`config.mk`:
```
export PLATFORM = sky130hd
export DESIGN_NAME = uart_irq_ident
export DESIGN_NICKNAME = d
export VERILOG_FILES = /design/src/rtl/uart_irq_pkg.sv /design/src/rtl/uart_irq_src_flags.sv /design/src/rtl/uart_irq_prio.sv /design/src/rtl/uart_irq_clear_map.sv /design/src/rtl/uart_irq_ident.sv
export SDC_FILE = /design/constraint.sdc
export NUM_CORES = 1
export LEC_CHECK = 0
export ABC_AREA = 0
export BUFFER_PORTS_ARGS = -buffer_cell sky130_fd_sc_hd__buf_2
export CORE_AREA = 5 5 42 44
export DETAILED_ROUTE_END_ITERATION = 10
export DIE_AREA = 0 0 47 49
export GPL_ROUTABILITY_DRIVEN = 1
export SLEW_MARGIN = 20
export SYNTH_ARGS = -nofsm -noshare
export SYNTH_HDL_FRONTEND = slang
export SYNTH_SLANG_ARGS = --single-unit
```
`constraint.sdc`:
```
create_clock -name clk -period 1.3 [get_ports clk]
set_input_delay 0.13 -clock clk [delete_from_list [all_inputs] [get_ports clk]]
set_output_delay 0.13 -clock clk [all_outputs]
set_load 0.02 [all_outputs]
```
`src/rtl/uart_irq_pkg.sv`:
```
package uart_irq_pkg;

    localparam int NUM_SRC = 5;
    localparam int CODE_W  = 4;
    localparam int EN_W    = 4;

    // Source indices, in descending priority.
    localparam int S_LS = 0;
    localparam int S_RD = 1;
    localparam int S_TO = 2;
    localparam int S_TE = 3;
    localparam int S_MS = 4;

    // Enable bit positions.
    localparam int E_RX = 0;
    localparam int E_TE = 1;
    localparam int E_LS = 2;
    localparam int E_MS = 3;

    typedef logic [CODE_W-1:0]  code_t;
    typedef logic [NUM_SRC-1:0] src_vec_t;

    localparam code_t CODE_NONE = 4'b0001;
    localparam code_t CODE_LS   = 4'b0110;
    localparam code_t CODE_RD   = 4'b0100;
    localparam code_t CODE_TO   = 4'b1100;
    localparam code_t CODE_TE   = 4'b0010;
    localparam code_t CODE_MS   = 4'b0000;

    typedef struct packed {
        logic iid_rd;
        logic lsr_rd;
        logic rbr_rd;
        logic thr_wr;
        logic msr_rd;
    } access_t;

    function automatic code_t src_code(input int idx);
        code_t c;
        case (idx)
            S_LS:    c = CODE_LS;
            S_RD:    c = CODE_RD;
            S_TO:    c = CODE_TO;
            S_TE:    c = CODE_TE;
            S_MS:    c = CODE_MS;
            default: c = CODE_NONE;
        endcase
        return c;
    endfunction

    // Widen the enable word to one gate per source.
    function automatic src_vec_t expand_en(input logic [EN_W-1:0] en);
        src_vec_t g;
        g       = '0;
        g[S_LS] = en[E_LS];
        g[S_RD] = en[E_RX];
        g[S_TO] = en[E_RX];
        g[S_TE] = en[E_TE];
        g[S_MS] = en[E_MS];
        return g;
    endfunction

endpackage

```
`src/rtl/uart_irq_src_flags.sv`:
```
module uart_irq_src_flags
    import uart_irq_pkg::*;
#(
    parameter int N = NUM_SRC
) (
    input  logic         clk,
    input  logic         rst,
    input  logic [N-1:0] set_i,
    input  logic [N-1:0] clr_i,
    output logic [N-1:0] pend_o
);

    for (genvar i = 0; i < N; i++) begin : g_flag
        always_ff @(posedge clk) begin
            if (rst) begin
                pend_o[i] <= 1'b0;
            end else if (set_i[i]) begin
                pend_o[i] <= 1'b1;
            end else if (clr_i[i]) begin
                pend_o[i] <= 1'b0;
            end
        end
    end

endmodule

```
`src/rtl/uart_irq_prio.sv`:
```
module uart_irq_prio
    import uart_irq_pkg::*;
(
    input  src_vec_t        pend_i,
    input  logic [EN_W-1:0] en_i,
    output src_vec_t        act_o,
    output code_t           code_o,
    output logic            any_o
);

    always_comb begin
        act_o  = pend_i & expand_en(en_i);
        code_o = CODE_NONE;
        for (int i = NUM_SRC - 1; i >= 0; i--) begin
            if (act_o[i]) begin
                code_o = src_code(i);
            end
        end
        any_o = |act_o;
    end

endmodule

```
`src/rtl/uart_irq_clear_map.sv`:
```
module uart_irq_clear_map
    import uart_irq_pkg::*;
(
    input  access_t  acc_i,
    input  code_t    code_i,
    output src_vec_t clr_o
);

    always_comb begin
        clr_o       = '0;
        clr_o[S_LS] = acc_i.lsr_rd;
        clr_o[S_RD] = acc_i.rbr_rd;
        clr_o[S_TO] = acc_i.rbr_rd;
        clr_o[S_TE] = acc_i.thr_wr | (acc_i.iid_rd && (code_i == CODE_TE));
        clr_o[S_MS] = acc_i.msr_rd;
    end

endmodule

```
`src/rtl/uart_irq_ident.sv`:
```
module uart_irq_ident
    import uart_irq_pkg::*;
(
    input  logic            clk,
    input  logic            rst,
    input  logic            ls_evt_i,
    input  logic            rd_evt_i,
    input  logic            to_evt_i,
    input  logic            te_evt_i,
    input  logic            ms_evt_i,
    input  logic            iid_rd_i,
    input  logic            lsr_rd_i,
    input  logic            rbr_rd_i,
    input  logic            thr_wr_i,
    input  logic            msr_rd_i,
    input  logic [EN_W-1:0] irq_en_i,
    output logic [CODE_W-1:0] iid_o,
    output logic            irq_o
);

    src_vec_t set_vec;
    src_vec_t clr_vec;
    src_vec_t pend;
    src_vec_t act;
    code_t    code;
    logic     any_act;
    access_t  acc;
    logic     irq_q;

    always_comb begin
        set_vec       = '0;
        set_vec[S_LS] = ls_evt_i;
        set_vec[S_RD] = rd_evt_i;
        set_vec[S_TO] = to_evt_i;
        set_vec[S_TE] = te_evt_i;
        set_vec[S_MS] = ms_evt_i;
        acc.iid_rd    = iid_rd_i;
        acc.lsr_rd    = lsr_rd_i;
        acc.rbr_rd    = rbr_rd_i;
        acc.thr_wr    = thr_wr_i;
        acc.msr_rd    = msr_rd_i;
    end

    uart_irq_src_flags #(.N(NUM_SRC)) u_flags (
        .clk    (clk),
        .rst    (rst),
        .set_i  (set_vec),
        .clr_i  (clr_vec),
        .pend_o (pend)
    );

    uart_irq_prio u_prio (
        .pend_i (pend),
        .en_i   (irq_en_i),
        .act_o  (act),
        .code_o (code),
        .any_o  (any_act)
    );

    uart_irq_clear_map u_clr (
        .acc_i  (acc),
        .code_i (code),
        .clr_o  (clr_vec)
    );

    always_ff @(posedge clk) begin
        if (rst) begin
            irq_q <= 1'b0;
        end else begin
            irq_q <= any_act;
        end
    end

    assign iid_o = code;
    assign irq_o = irq_q;

endmodule

```
==> results.txt <==
Status: complete, no violations
RSZ-0062 raised after global routing: true
Via density per instance: 4.14
Clock transition at path regs: 0.05 ns
Measured slew at the worst slew-check pin: 0.238 ns
Via count: 294
Total track usage: 0.0662
Critical path required time: 1.17 ns
Synth area leaders: dfxtp_1 42%, a2111oi_4 9.7%, a21oi_1 8.8%
TritonCTS clock tree: built
First-pass GRT wire length: 1060 µm
Max_cap viols: 0
Post-Syn Nets: 47
Bufs and invs on worst path: 1
Slew headroom: 0.842
Final setup fails: 0
GR Overflow Total: 0
CP max stage delay: 0.31 ns
CTS Hold Bufs: 0
Fin. max-slew vios: 0
Top post-synthesis cells by count: 6 x dfxtp_1, 5 x a21oi_1, 5 x nor2_1
Main combinational cell family by area after synthesis: compound AO/OA/AOI/OAI gates
Cell count after placement: 67
Pleak: 0.000231 µW
Clk root buf: clkbuf_4
Critical Path Sink Type: output pin
Iteration-0 DRC Markers: 4
Sequential area share after synthesis: 0.423
Synth area leader: dfxtp_1
Worst Path Arrival: 1.15 ns
Vias in the first global route: 254
Kind of critical path: flip-flop to output pin
Fill count: 160
Mapped Area: 284 µm²
Width of the chip: 47 µm
# DRC: 0
Placeable Area: 1400 µm²
Ports: 21
Syn_area_per_cell: 9.16 µm²
Share of cells above drive strength 1: 0.545
Worst Path Max Fanout: 2
Register Area: 124 µm²
Final min period: 1.28 ns
Xor and xnor area share after synthesis: 0
WHS: 0.0965 ns
Maximum clock rate: 0.781 GHz
Simple-gate share of the synthesized area: 0.211
Row Count: 14
Post-synth ARST share: 0
Initial antenna violation count: 0
DRT Wirelength: 740 µm
Post-Synthesis Cells: 31
Worst Hold Class: input pin to flip-flop
Startpoint Class: flip-flop
Worst path cell trace: a22o_1 -> nor3b_4 -> buf_6
Slowest cell on crit path: dfxtp_2
Pwr dens: 1090 nW/µm²
N_diodes: 0
Synth Warn #: 0
Peak VDD IR: 0.353 mV
Final core occ: 0.323
Synth unique cells: 14
Non-filler cells, final: 71
Num CTS Buffers: 3
Top-count cell post-synth: dfxtp_1
Die area: 2300 µm²
DR pass1 iterations: 3
Post-synthesis compound-gate area fraction: 0.313
EDFF count, synth: 0
# clock sinks: 6
Multi-input logic area: 155 µm²
Pin count of the biggest net entering global routing: 7
Final hold violations: 0
Die Y: 49 µm
Routability congestion estimate: 0.649
Yosys top cell area share: 0.423
CTS H-tree depth: 1
Area Growth Syn to Fin: 59.5%
WL/cell: 10.4 µm
Layout Nets: 73
Post-route ant nets: 0
Post-synthesis adder-cell area fraction: 0
Initial core utilization: 0.203
Port Buffers: 20
Critical path's top delay family: flip-flops
Post-synthesis mux area share: 0
Clock tree buffer depth: 2
Register bit total from synthesis: 6
Period utilization: 0.985
Clock Skew: 0.00777 ns
Clk_lat worst skew: 0.24 ns
Ys flop type: dfxtp_1
[per-stage QoR]
step	instance area (µm²)	total power, µW	setup slack, ns	TNS [ns]
CTS	438	495	-0.0145	-0.0145
detailed placement	404	310	0.245	0
floorplan	284	264	0.132	0
finish	453	495	0.0193	0
global route	453	530	-0.0568	-0.0645
global placement	404	308	0.259	0
[worst reg2reg max path, cell delays in order (launching register included)]
cell and delay (ns):
dfxtp_2 0.32, o21a_4 0.23, buf_4 0.14, a2111oi_4 0.30
nor3_1 0.07
[metal layers]
| metal | global-route usage | wire length (µm) | vias to the layer above |
|---|---|---|---|
| met5 | 0 | 0 | - |
| met4 | 0.0553 | 0 | 0 |
| met3 | 0.0295 | 90 | 0 |
| met2 | 0.0769 | 332 | 14 |
| met1 | 0.0881 | 317 | 123 |
| li1 | - | - | 157 |
[flip-flops by register name (all words and copies together) (netlist names)]
| register | count |
|---|---|
| irq_o | 1 |
| u_flags.pend_o | 5 |
[cells by family after synthesis]
family                 count (synthesis)
DFF                                    6
AOI/OAI and AO/OA                     10
and+or+nand+nor                       11
buffers and inverters                  4
[where the power goes]
part           total [µW]  switching (µW)  internal, µW
Clock                 174            69.4           105
Combinational         113            55.5          57.2
Sequential            209            9.56           199
Total                 495             135           361
[area by class of cell]
type                            instances  share of cell area
Tap cell                               16              0.0442
Clock buffer                            3              0.0497
Inverter                                4              0.0331
Sequential cell                         6               0.273
Multi-Input combinational cell         21               0.343
Timing Repair Buffer                   21               0.257
[path summary, 6_finish.rpt]
kind,startpoint,end,slack (ns),depth (start not counted)
worst max-delay path,u_flags.pend_o[4],iid_o[0],0.02,3
worst min-delay path,to_evt_i,u_flags.pend_o[2],0.1,3
worst max register to register,u_flags.pend_o[1],u_flags.pend_o[3],0.14,4
worst min register to register,u_flags.pend_o[4],u_flags.pend_o[4],0.48,2
[timing repair]
action | in CTS | in global routing
endpoints found under the setup margin | 2 | 3
gates resized for setup | 2 | 6
gates cloned | 0 | 0
pin swaps | 2 | 2
setup buffers | 1 | 0
[cell usage in the layout, fill, tap and decap left out, drive strengths merged]
cell type   n
nand2b      1
and4b       1
buf        21
dfxtp       6
clkbuf      3
o21a        1
nor3        1
a22o        1
nor3b       1
nand2       2
o21ai       1
inv         4
a2111oi     1
a21o        1
a21oi       5
nor2        5
Note: power is estimated with default switching activity, not from simulation.
